## src/rtl/spi_dr_pkg.sv

```systemverilog
package spi_dr_pkg;
  localparam int unsigned PORT_W = 8;
  localparam int unsigned PIN_W  = $clog2(PORT_W);

  typedef struct packed {
    logic [PIN_W-1:0] ss;
    logic [PIN_W-1:0] miso;
    logic [PIN_W-1:0] mosi;
    logic [PIN_W-1:0] sck;
  } pinset_t;

  localparam pinset_t SET_BASE = '{ss: PIN_W'(1), miso: PIN_W'(5), mosi: PIN_W'(7), sck: PIN_W'(6)};
  localparam pinset_t SET_ALT  = '{ss: PIN_W'(4), miso: PIN_W'(6), mosi: PIN_W'(5), sck: PIN_W'(7)};
endpackage

```

## src/rtl/spi_dr_clkgen.sv

```systemverilog
module spi_dr_clkgen #(
  parameter int PRE_W  = 7,
  parameter int RATE_W = $clog2(PRE_W + 1)
) (
  input  logic              clk,
  input  logic              rst,
  input  logic              run,
  input  logic [RATE_W-1:0] rate,
  input  logic              tmr_ovf,
  output logic              tick
);
  logic [PRE_W-1:0] cnt;
  logic [PRE_W:0]   taps;

  always_ff @(posedge clk) begin
    if (rst || !run) cnt <= '0;
    else             cnt <= cnt + 1'b1;
  end

  for (genvar g = 0; g < PRE_W; g++) begin : g_tap
    assign taps[g] = &cnt[g:0];
  end
  assign taps[PRE_W] = tmr_ovf;

  assign tick = run && taps[rate];
endmodule

```

## src/rtl/spi_dr_shifter.sv

```systemverilog
module spi_dr_shifter #(
  parameter int DATA_W = 8,
  localparam int CNT_W = $clog2(DATA_W)
) (
  input  logic              clk,
  input  logic              rst,
  input  logic              role_master,
  input  logic              abort,
  input  logic              load_req,
  input  logic [DATA_W-1:0] tx_byte,
  input  logic              tick,
  input  logic              miso_in,
  input  logic              s_sck,
  input  logic              s_mosi,
  input  logic              s_sel,
  output logic              sck_q,
  output logic              ser_o,
  output logic              busy,
  output logic              done_pulse,
  output logic [DATA_W-1:0] rx_byte
);
  logic [DATA_W-1:0] sr;
  logic [CNT_W-1:0]  bitcnt;
  logic              smp;
  logic              s_sck_d;
  logic              last_bit;
  logic              s_rise, s_fall;

  assign ser_o    = sr[DATA_W-1];
  assign last_bit = (bitcnt == CNT_W'(DATA_W - 1));
  assign s_rise   = s_sck & ~s_sck_d;
  assign s_fall   = ~s_sck & s_sck_d;

  always_ff @(posedge clk) begin
    if (rst) begin
      sr <= '0; bitcnt <= '0; smp <= 1'b0; s_sck_d <= 1'b0;
      sck_q <= 1'b0; busy <= 1'b0; done_pulse <= 1'b0; rx_byte <= '0;
    end else begin
      done_pulse <= 1'b0;
      s_sck_d    <= s_sck;
      if (abort) begin
        busy <= 1'b0; sck_q <= 1'b0; bitcnt <= '0;
      end else if (role_master) begin
        if (!busy) begin
          if (load_req) begin
            sr <= tx_byte; busy <= 1'b1; bitcnt <= '0; sck_q <= 1'b0;
          end
        end else if (tick) begin
          if (!sck_q) begin
            sck_q <= 1'b1;
            smp   <= miso_in;
          end else begin
            sck_q  <= 1'b0;
            sr     <= {sr[DATA_W-2:0], smp};
            bitcnt <= bitcnt + 1'b1;
            if (last_bit) begin
              busy <= 1'b0; done_pulse <= 1'b1; rx_byte <= {sr[DATA_W-2:0], smp};
            end
          end
        end
      end else begin
        sck_q <= 1'b0;
        if (!s_sel) begin
          bitcnt <= '0; busy <= 1'b0;
          if (load_req) sr <= tx_byte;
        end else begin
          if (load_req && !busy) sr <= tx_byte;
          if (s_rise) begin
            smp <= s_mosi; busy <= 1'b1;
          end
          if (s_fall) begin
            sr     <= {sr[DATA_W-2:0], smp};
            bitcnt <= bitcnt + 1'b1;
            if (last_bit) begin
              busy <= 1'b0; done_pulse <= 1'b1; rx_byte <= {sr[DATA_W-2:0], smp};
            end
          end
        end
      end
    end
  end
endmodule

```

## src/rtl/spi_dr_pinmux.sv

```systemverilog
module spi_dr_pinmux
  import spi_dr_pkg::*;
(
  input  logic              use_alt,
  input  logic              drive_clk,
  input  logic              drive_miso,
  input  logic              claim_ss,
  input  logic              sck_o,
  input  logic              ser_o,
  input  logic [PORT_W-1:0] gpio_out,
  input  logic [PORT_W-1:0] gpio_oe,
  input  logic [PORT_W-1:0] pad_raw,
  input  logic [PORT_W-1:0] pad_sync,
  output logic [PORT_W-1:0] pin_out,
  output logic [PORT_W-1:0] pin_oe,
  output logic              miso_raw,
  output logic              sck_s,
  output logic              mosi_s,
  output logic              ss_s
);
  pinset_t m;

  always_comb begin
    m        = use_alt ? SET_ALT : SET_BASE;
    miso_raw = pad_raw[m.miso];
    sck_s    = pad_sync[m.sck];
    mosi_s   = pad_sync[m.mosi];
    ss_s     = pad_sync[m.ss];
    for (int b = 0; b < PORT_W; b++) begin
      pin_out[b] = gpio_out[b];
      pin_oe[b]  = gpio_oe[b];
      if (PIN_W'(b) == m.sck) begin
        pin_out[b] = sck_o; pin_oe[b] = drive_clk;
      end else if (PIN_W'(b) == m.mosi) begin
        pin_out[b] = ser_o; pin_oe[b] = drive_clk;
      end else if (PIN_W'(b) == m.miso) begin
        pin_out[b] = ser_o; pin_oe[b] = drive_miso;
      end else if (claim_ss && PIN_W'(b) == m.ss) begin
        pin_out[b] = 1'b0; pin_oe[b] = 1'b0;
      end
    end
  end
endmodule

```

## src/rtl/spi_dualrole.sv

```systemverilog
module spi_dualrole
  import spi_dr_pkg::*;
#(
  parameter int DATA_W  = 8,
  parameter int PRE_W   = 7,
  parameter int SYNC_N  = 2,
  localparam int RATE_W = $clog2(PRE_W + 1)
) (
  input  logic              clk,
  input  logic              rst,
  input  logic              cfg_we,
  input  logic              cfg_master,
  input  logic [RATE_W-1:0] cfg_rate,
  input  logic              cfg_remap,
  input  logic              cfg_ss_ignore,
  input  logic              stat_rd,
  output logic              stat_master,
  output logic              stat_done,
  output logic              stat_fault,
  input  logic              tx_valid,
  input  logic [DATA_W-1:0] tx_data,
  output logic [DATA_W-1:0] rx_data,
  input  logic              tmr_ovf,
  input  logic              prog_sel,
  input  logic [PORT_W-1:0] gpio_out,
  input  logic [PORT_W-1:0] gpio_oe,
  input  logic [PORT_W-1:0] pad_in,
  output logic [PORT_W-1:0] pad_out,
  output logic [PORT_W-1:0] pad_oe
);
  logic              master_q, remap_q, ssign_q, done_q, fault_q;
  logic [RATE_W-1:0] rate_q;
  logic [PORT_W-1:0] sync_q [SYNC_N];
  logic [PORT_W-1:0] pin_out, pin_oe;
  logic              use_alt, miso_raw, sck_s, mosi_s, ss_s, sel;
  logic              fault_evt, tick, sck_int, ser_o, busy, done_pulse;

  assign use_alt   = remap_q | prog_sel;
  assign sel       = ssign_q | ~ss_s;
  assign fault_evt = master_q & ~ssign_q & ~ss_s;

  always_ff @(posedge clk) begin
    if (rst) begin
      for (int s = 0; s < SYNC_N; s++) sync_q[s] <= '1;
    end else begin
      sync_q[0] <= pad_in;
      for (int s = 1; s < SYNC_N; s++) sync_q[s] <= sync_q[s-1];
    end
  end

  spi_dr_clkgen #(.PRE_W(PRE_W), .RATE_W(RATE_W)) u_clk (
    .clk(clk), .rst(rst), .run(master_q & busy), .rate(rate_q),
    .tmr_ovf(tmr_ovf), .tick(tick)
  );

  spi_dr_shifter #(.DATA_W(DATA_W)) u_shift (
    .clk(clk), .rst(rst), .role_master(master_q), .abort(fault_evt),
    .load_req(tx_valid), .tx_byte(tx_data), .tick(tick), .miso_in(miso_raw),
    .s_sck(sck_s), .s_mosi(mosi_s), .s_sel(sel), .sck_q(sck_int), .ser_o(ser_o),
    .busy(busy), .done_pulse(done_pulse), .rx_byte(rx_data)
  );

  spi_dr_pinmux u_mux (
    .use_alt(use_alt), .drive_clk(master_q), .drive_miso(~master_q & sel),
    .claim_ss(~ssign_q), .sck_o(sck_int), .ser_o(ser_o), .gpio_out(gpio_out),
    .gpio_oe(gpio_oe), .pad_raw(pad_in), .pad_sync(sync_q[SYNC_N-1]),
    .pin_out(pin_out), .pin_oe(pin_oe), .miso_raw(miso_raw), .sck_s(sck_s),
    .mosi_s(mosi_s), .ss_s(ss_s)
  );

  always_ff @(posedge clk) begin
    if (rst) begin
      master_q <= 1'b0; rate_q <= '0; remap_q <= 1'b0; ssign_q <= 1'b0;
      done_q <= 1'b0; fault_q <= 1'b0; pad_out <= '0; pad_oe <= '0;
    end else begin
      if (cfg_we) begin
        master_q <= cfg_master; rate_q <= cfg_rate;
        remap_q  <= cfg_remap;  ssign_q <= cfg_ss_ignore;
      end
      if (fault_evt) master_q <= 1'b0;
      done_q  <= done_pulse | (done_q & ~stat_rd);
      fault_q <= fault_evt | (fault_q & ~stat_rd);
      pad_out <= pin_out;
      pad_oe  <= pin_oe;
    end
  end

  assign stat_master = master_q;
  assign stat_done   = done_q;
  assign stat_fault  = fault_q;
endmodule

```

## config.mk

```make
export PLATFORM = sky130hd
export DESIGN_NAME = spi_dualrole
export DESIGN_NICKNAME = d
export VERILOG_FILES = /design/src/rtl/spi_dr_pkg.sv /design/src/rtl/spi_dr_clkgen.sv /design/src/rtl/spi_dr_shifter.sv /design/src/rtl/spi_dr_pinmux.sv /design/src/rtl/spi_dualrole.sv
export SDC_FILE = /design/constraint.sdc
export NUM_CORES = 1
export LEC_CHECK = 0
export CAP_MARGIN = 20
export CELL_PAD_IN_SITES_DETAIL_PLACEMENT = 0
export CELL_PAD_IN_SITES_GLOBAL_PLACEMENT = 1
export CORE_MARGIN = 2
export CORE_UTILIZATION = 39
export CTS_CLUSTER_SIZE = 20
export DETAILED_ROUTE_END_ITERATION = 8
export PLACE_DENSITY_LB_ADDON = 0.12
export SYNTH_ARGS = -nofsm -noshare
export SYNTH_HDL_FRONTEND = slang
export SYNTH_SLANG_ARGS = --single-unit
```

## constraint.sdc

```tcl
create_clock -name clk -period 6.1 [get_ports clk]
set_clock_uncertainty 0.1 [all_clocks]
set_input_delay 1.83 -clock clk [delete_from_list [all_inputs] [get_ports clk]]
set_output_delay 1.83 -clock clk [all_outputs]
set_load 0.02 [all_outputs]
```

==> results of run 1 <==
-- state kept, by name (all words and copies together), names as in the netlist, 3 cells and up --
| signal | cells |
|---|---|
| pad_oe | 8 |
| pad_out | 8 |
| rate_q | 3 |
| sync_q | 10 |
| u_clk.cnt | 7 |
| u_shift.bitcnt | 3 |
| u_shift.rx_byte | 8 |
| u_shift.sr | 8 |
-- metal layers --
metal	wire length, um	up-vias	global-route usage
met4	118	0	0.0797
met5	0	-	0
met3	278	11	0.0417
met1	2680	1007	0.205
met2	2600	43	0.246
li1	-	1125	-
-- where the power goes --
part | switching, mW | total [mW] | internal (mW) | leakage (nW)
combinational | 0.0592 | 0.123 | 0.0642 | 0.767
clock | 0.171 | 0.414 | 0.242 | 0.113
sequential | 0.0154 | 0.461 | 0.445 | 0.533
total | 0.246 | 0.998 | 0.752 | 1.41
-- placed cells by master, fill, tap and decap left out, types with 7 or more instances in the layout --
cell,Yosys,final
a21oi_1,11,11
nor2b_1,12,12
inv_1,7,7
and2_1,8,8
nand2_1,20,20
nor2_1,30,30
dfxtp_1,65,65
clkdlybuf4s50_1,0,61
a221oi_1,7,7
nand2b_1,18,18
clkbuf_8,0,10
or2_2,12,12
a222oi_1,7,7
mux2i_1,17,17
o21ai_0,8,8
-- area by class of cell --
class / instances / area (um^2)
fillers: 650 / 3170
multi-input cells: 200 / 1310
flip-flops and latches: 65 / 1300
repair buffers: 62 / 616
clock buffers: 10 / 138
well taps: 80 / 100
clock inverters: 6 / 90.1
inverters: 7 / 26.3
-- kinds of logic (layout without fill, tap and decap cells) --
logic type                 count (synthesis)  after routing  share of synthesized area
AOI/OAI and AO/OA                         56             56                      0.152
xor gates and xnor gates                   2              2                    0.00645
adders and majority gates                  5              5                     0.0230
buffers and inverters                     22             85                     0.0369
DFF                                       65             65                      0.479
muxes                                     20             20                     0.0806
and+or+nand+nor                          117            117                      0.222
-- worst paths after layout --
path,to,slack (ns)
max,u_shift.sr[0],1.94
min,sync_q[0][14],0.30
max reg2reg,u_shift.rx_byte[2],3.38
min reg2reg,sync_q[0][14],0.30
-- cells in the mapped netlist (2+ instances only) --
cell type,count,area share
a21boi_0,2,0.0055
a21oi_1,11,0.020
a221oi_1,7,0.023
a222oi_1,7,0.026
a31oi_1,5,0.012
and2_1,8,0.018
and3_1,3,0.0069
buf_6,2,0.0083
clkbuf_1,11,0.015
dfxtp_1,65,0.48
ha_1,5,0.023
inv_1,7,0.0097
mux2_2,2,0.0083
mux2i_1,17,0.063
nand2_1,20,0.028
nand2b_1,18,0.041
nand3_1,5,0.0092
nor2_1,30,0.041
nor2b_1,12,0.028
nor3_1,2,0.0037
o211a_1,2,0.0074
o21ai_0,8,0.015
or2_2,12,0.028
or3_1,2,0.0046
xor2_1,2,0.0065
-- worst max-delay path: stages --
cell and delay (ns):
clkdlybuf4s50_1 0.48, o21ai_0 0.27, a21boi_0 0.51, nand2_1 0.16
o21ai_1 0.53, a222oi_1 0.22, a221oi_1 0.31
==> impl_metrics.ini, run 1 <==
[setup_path]
crit_required_ns = 6.24
cp_data_arrival_time_ns = 4.31
worstSetupEndpointType = register
critPathLaunch = prog_sel
start_kind = primary input
reg2reg_depth = 7
reg2reg_from = u_clk.cnt[0]
critPathKind = in2reg
cp_max_fo = 8

[clock_tree]
clock_path_buffers = 2
cts_resized = 0
htreeDepth = 3
clk_pin_slew_ns = 0.07
cts_root_buffer = clkbuf_8
holdBufCountCts = 0
post_cts_buffers = 0
cts_tree = built
cts_buffers = 9
clock_latency_ns = 0.34
clkSinkCount = 65

[sta]
maxSlewHeadroom = 0.359
tightest_slew_ns = 0.962
fmax_mhz = 240
finalHoldViolCount = 0
slew_viol_final = 0
post-route-min-period_ns = 4.16
setup_ws_ns = 1.94
setup_tns_ns = 0
rsz0062_at_grt = no
whs_ns = 0.304
post-route-period-util = 0.683
setup_viol = 0

[placement]
globalplace.congestion = 0.773
dp_cells = 414
dpl_cell_area_um2 = 3360
place_ws_ns = 1.58
post-dp-hpwl_um = 3880
io_buffer_count = 62

[logic_synthesis]
synth_flop_cell = dfxtp_1
syn-num-nets = 337
ys_warn_count = 0
async_flop_share = 0
synth.distinct_cells = 47
syn-cell-area_um2 = 2720
ys_seq_area_frac = 0.479
synth_cells = 287
synth-edff-count = 0
yosys_register_bits = 65
synth.avg_cell_area_um2 = 9.46

[routing]
drt_first_iter_violations = 98
vias = 2186
vias_per_cell = 5.08
drc_errors = 0
first_pass_iters = 4
drt_wl_total_um = 5670
final_antenna_net_count = 0
detail_route.wl_per_cell_um = 13.2

[floorplan]
ios = 72
die-width_um = 87.4
coreArea_um2 = 6760
die_h_um = 87.4
die_area_um2 = 7640
rows = 30
start_util = 0.402

[layout]
nets = 395
postLayoutCoreUtil = 0.531
fin_cells = 430
layout-drive-gt1-share = 0.0971
antenna_cells = 0
stdcell_area_um2 = 3580
area_delta_synth_final_pct = 32.0

[grt]
grt_pass1_vias = 1997
grt_start_max_net_pins = 62
grt.overflow.total = 0
grt_pass1_wl_um = 9450
antenna_found_initial = 0
grt_use_total = 0.159

[run_status]
outcome = finished, final reports clean

[pwr]
peakVddDrop_v = 0.000126
p_leak_nw = 1.41
totalPowerFinal_mw = 0.998
pwr_density_cell_nw_per_um2 = 278

[min_path]
worstHoldPathType = reg2reg
hold_start = sync_q[0][6]
holdPathStages = 1

[run]
cap_violations = 0
Power figures use the tool's default switching activity.
==> run 2, diff against run 1 <==
--- a/config.mk
+++ b/config.mk
@@ -9,7 +9,7 @@
 export CELL_PAD_IN_SITES_DETAIL_PLACEMENT = 0
 export CELL_PAD_IN_SITES_GLOBAL_PLACEMENT = 1
 export CORE_MARGIN = 2
-export CORE_UTILIZATION = 39
+export CORE_UTILIZATION = 32
 export CTS_CLUSTER_SIZE = 20
 export DETAILED_ROUTE_END_ITERATION = 8
 export PLACE_DENSITY_LB_ADDON = 0.12
==> constraint.sdc (replaced) <==
create_clock -name clk -period 3.5 [get_ports clk]
set_clock_uncertainty 0.1 [all_clocks]
set_input_delay 1.05 -clock clk [delete_from_list [all_inputs] [get_ports clk]]
set_output_delay 1.05 -clock clk [all_outputs]
set_load 0.02 [all_outputs]
==> run 2 against run 1 <==
Net effect: sequential power grew 74%; sequential share of layout area decreased by 0.74 points; via count increased by 1.0%; utilization shrank 8.5 points; non-clock buffer count is 13 higher; critical path type unchanged; critical endpoint is now u_shift.sr[5]; largest cell class unchanged; highest routed layer unchanged.
==> impl_metrics.ini, run 2 (same netlist as run 1, synthesis figures left out) <==
[sta]
post-route-min-period_ns = 3.09
setup_viol = 0
fmax_mhz = 323
rsz0062_at_grt = no
tightest_slew_ns = 0.595
post-route-period-util = 0.883
slew_viol_final = 0
setup_tns_ns = 0
setup_ws_ns = 0.408
maxSlewHeadroom = 0.603
finalHoldViolCount = 0
whs_ns = 0.311

[setup_path]
cp.depth = 9
reg2reg_slack_ns = 0.92
critPathKind = in2reg
crit_required_ns = 3.65
crit_top_cell = buf_4
path_delay_family = compound AO/OA/AOI/OAI gates
critPathLaunch = prog_sel
worstSetupEndpointType = register
cp_max_fo = 8
reg2reg_depth = 7
crit_chain = clkdlybuf4s50_1 -> or2_1 -> buf_4 -> o2111ai_1 -> buf_4 -> nand2_1 -> a21oi_1 -> nor2_1 -> a221oi_1
reg2reg_from = u_clk.cnt[0]
setup.worst_path.end = u_shift.sr[5]
r2r_end = u_shift.sr[3]
start_kind = primary input
cp.buffers_inverters = 3
worst_path_max_delay_cell = clkdlybuf4s50_1
max_stage_delay_ns = 0.48
cp_data_arrival_time_ns = 3.24

[routing]
drt_first_iter_violations = 137
drt_wl_total_um = 6130
first_pass_iters = 4
detail_route.wl_per_cell_um = 13.1
maxUsedRoutingLayer = met4
final_antenna_net_count = 0
wl_met2_um = 2770
vias_per_cell = 4.72
vias = 2208
drt-met1-wl_um = 2990
drc_errors = 0
met3WireLength_um = 288

[clock_tree]
post_cts_buffers = 0
clk_pin_slew_ns = 0.07
cts_tree = built
clock_path_buffers = 2
holdBufCountCts = 0
cts_root_buffer = clkbuf_8
cts_buffers = 9
htreeDepth = 3
cts_resized = 0
clkSinkCount = 65
clock_latency_ns = 0.34

[layout]
largest_reg_flops = 10
regMostFlops = sync_q
layout_commonest_cell = dfxtp_1
area_delta_synth_final_pct = 34.8
antenna_cells = 0
fin_cells = 468
final_cell_mix = 65 x dfxtp_1, 61 x clkdlybuf4s50_1, 30 x nor2_1, 20 x nand2_1, 18 x nand2b_1
nets = 408
stdcell_area_um2 = 3660
fillCellCount = 832
postLayoutCoreUtil = 0.445
layout-drive-gt1-share = 0.124

[grt]
grt_use_total = 0.143
antenna_found_initial = 0
grt.overflow.total = 0
grt_pass1_wl_um = 9940
grt_start_max_net_pins = 37
grt_pass1_vias = 2021

[pwr]
p_leak_nw = 1.45
peakVddDrop_v = 0.000244
totalPowerFinal_mw = 1.60
pwr_density_cell_nw_per_um2 = 437

[placement]
dpl_cell_area_um2 = 3490
dp_cells = 452
post-dp-hpwl_um = 4350
globalplace.congestion = 0.762
io_buffer_count = 62
place_ws_ns = 0.0657

[floorplan]
start_util = 0.330
rows = 33
die_area_um2 = 9240
die_h_um = 96.1
coreArea_um2 = 8220
die-width_um = 96.1
ios = 72

[run]
cap_violations = 0

[run_status]
outcome = finished, final reports clean

[min_path]
worstHoldPathType = reg2reg
[run 2: cell count changes in the layout (fill, tap and decap cells not counted)]
cell,previous run,this run
buf_4,0,13
bufinv_16,2,0
clkbuf_1,0,2
clkinvlp_4,1,2
inv_6,1,0
[run 2: routing by layer]
metal | up-vias | GRT usage
met1 | 1010 | 0.197
li1 | 1146 | -
met5 | - | 0
met4 | 0 | 0.0821
met2 | 48 | 0.200
met3 | 4 | 0.0360
[run 2: worst min path at each step]
| stage | end | from | depth (start not counted) | slack [ns] |
|---|---|---|---|---|
| finish | sync_q[0][13] | sync_q[0][5] | 1 | 0.31 |
| detailed placement | sync_q[0][13] | sync_q[0][5] | 1 | 0.30 |
| CTS | sync_q[0][13] | sync_q[0][5] | 1 | 0.31 |
| global route | sync_q[0][14] | sync_q[0][6] | 1 | 0.32 |
| global placement | sync_q[0][9] | sync_q[0][1] | 1 | 0.29 |
| floorplan | sync_q[0][12] | sync_q[0][4] | 1 | 0.29 |
[run 2: worst register-to-register path: cells and delay by family, from the launching register on]
family                     cells  cell delay, ns
adders and majority gates      1            0.23
AOI/OAI and AO/OA              2            0.81
DFF                            1            0.38
and+or+nand+nor                4            0.96
[run 2: layout make-up]
| cell class | instances | area (um^2) | share of cell area |
|---|---|---|---|
| tap | 105 | 131 | 0.0359 |
| sequential | 65 | 1300 | 0.356 |
| multi-input combinational | 200 | 1310 | 0.359 |
| inverter | 7 | 26.3 | 0.00718 |
| timing repair buffer | 75 | 713 | 0.195 |
| clock buffer | 12 | 145 | 0.0397 |
| clock inverter | 4 | 28.8 | 0.00786 |
[run 2: report_power, final]
group | total (mW) | internal (mW) | leakage, nW | switching (mW)
clock network | 0.565 | 0.277 | 0.0826 | 0.288
logic | 0.234 | 0.124 | 0.831 | 0.109
registers | 0.802 | 0.777 | 0.533 | 0.0254
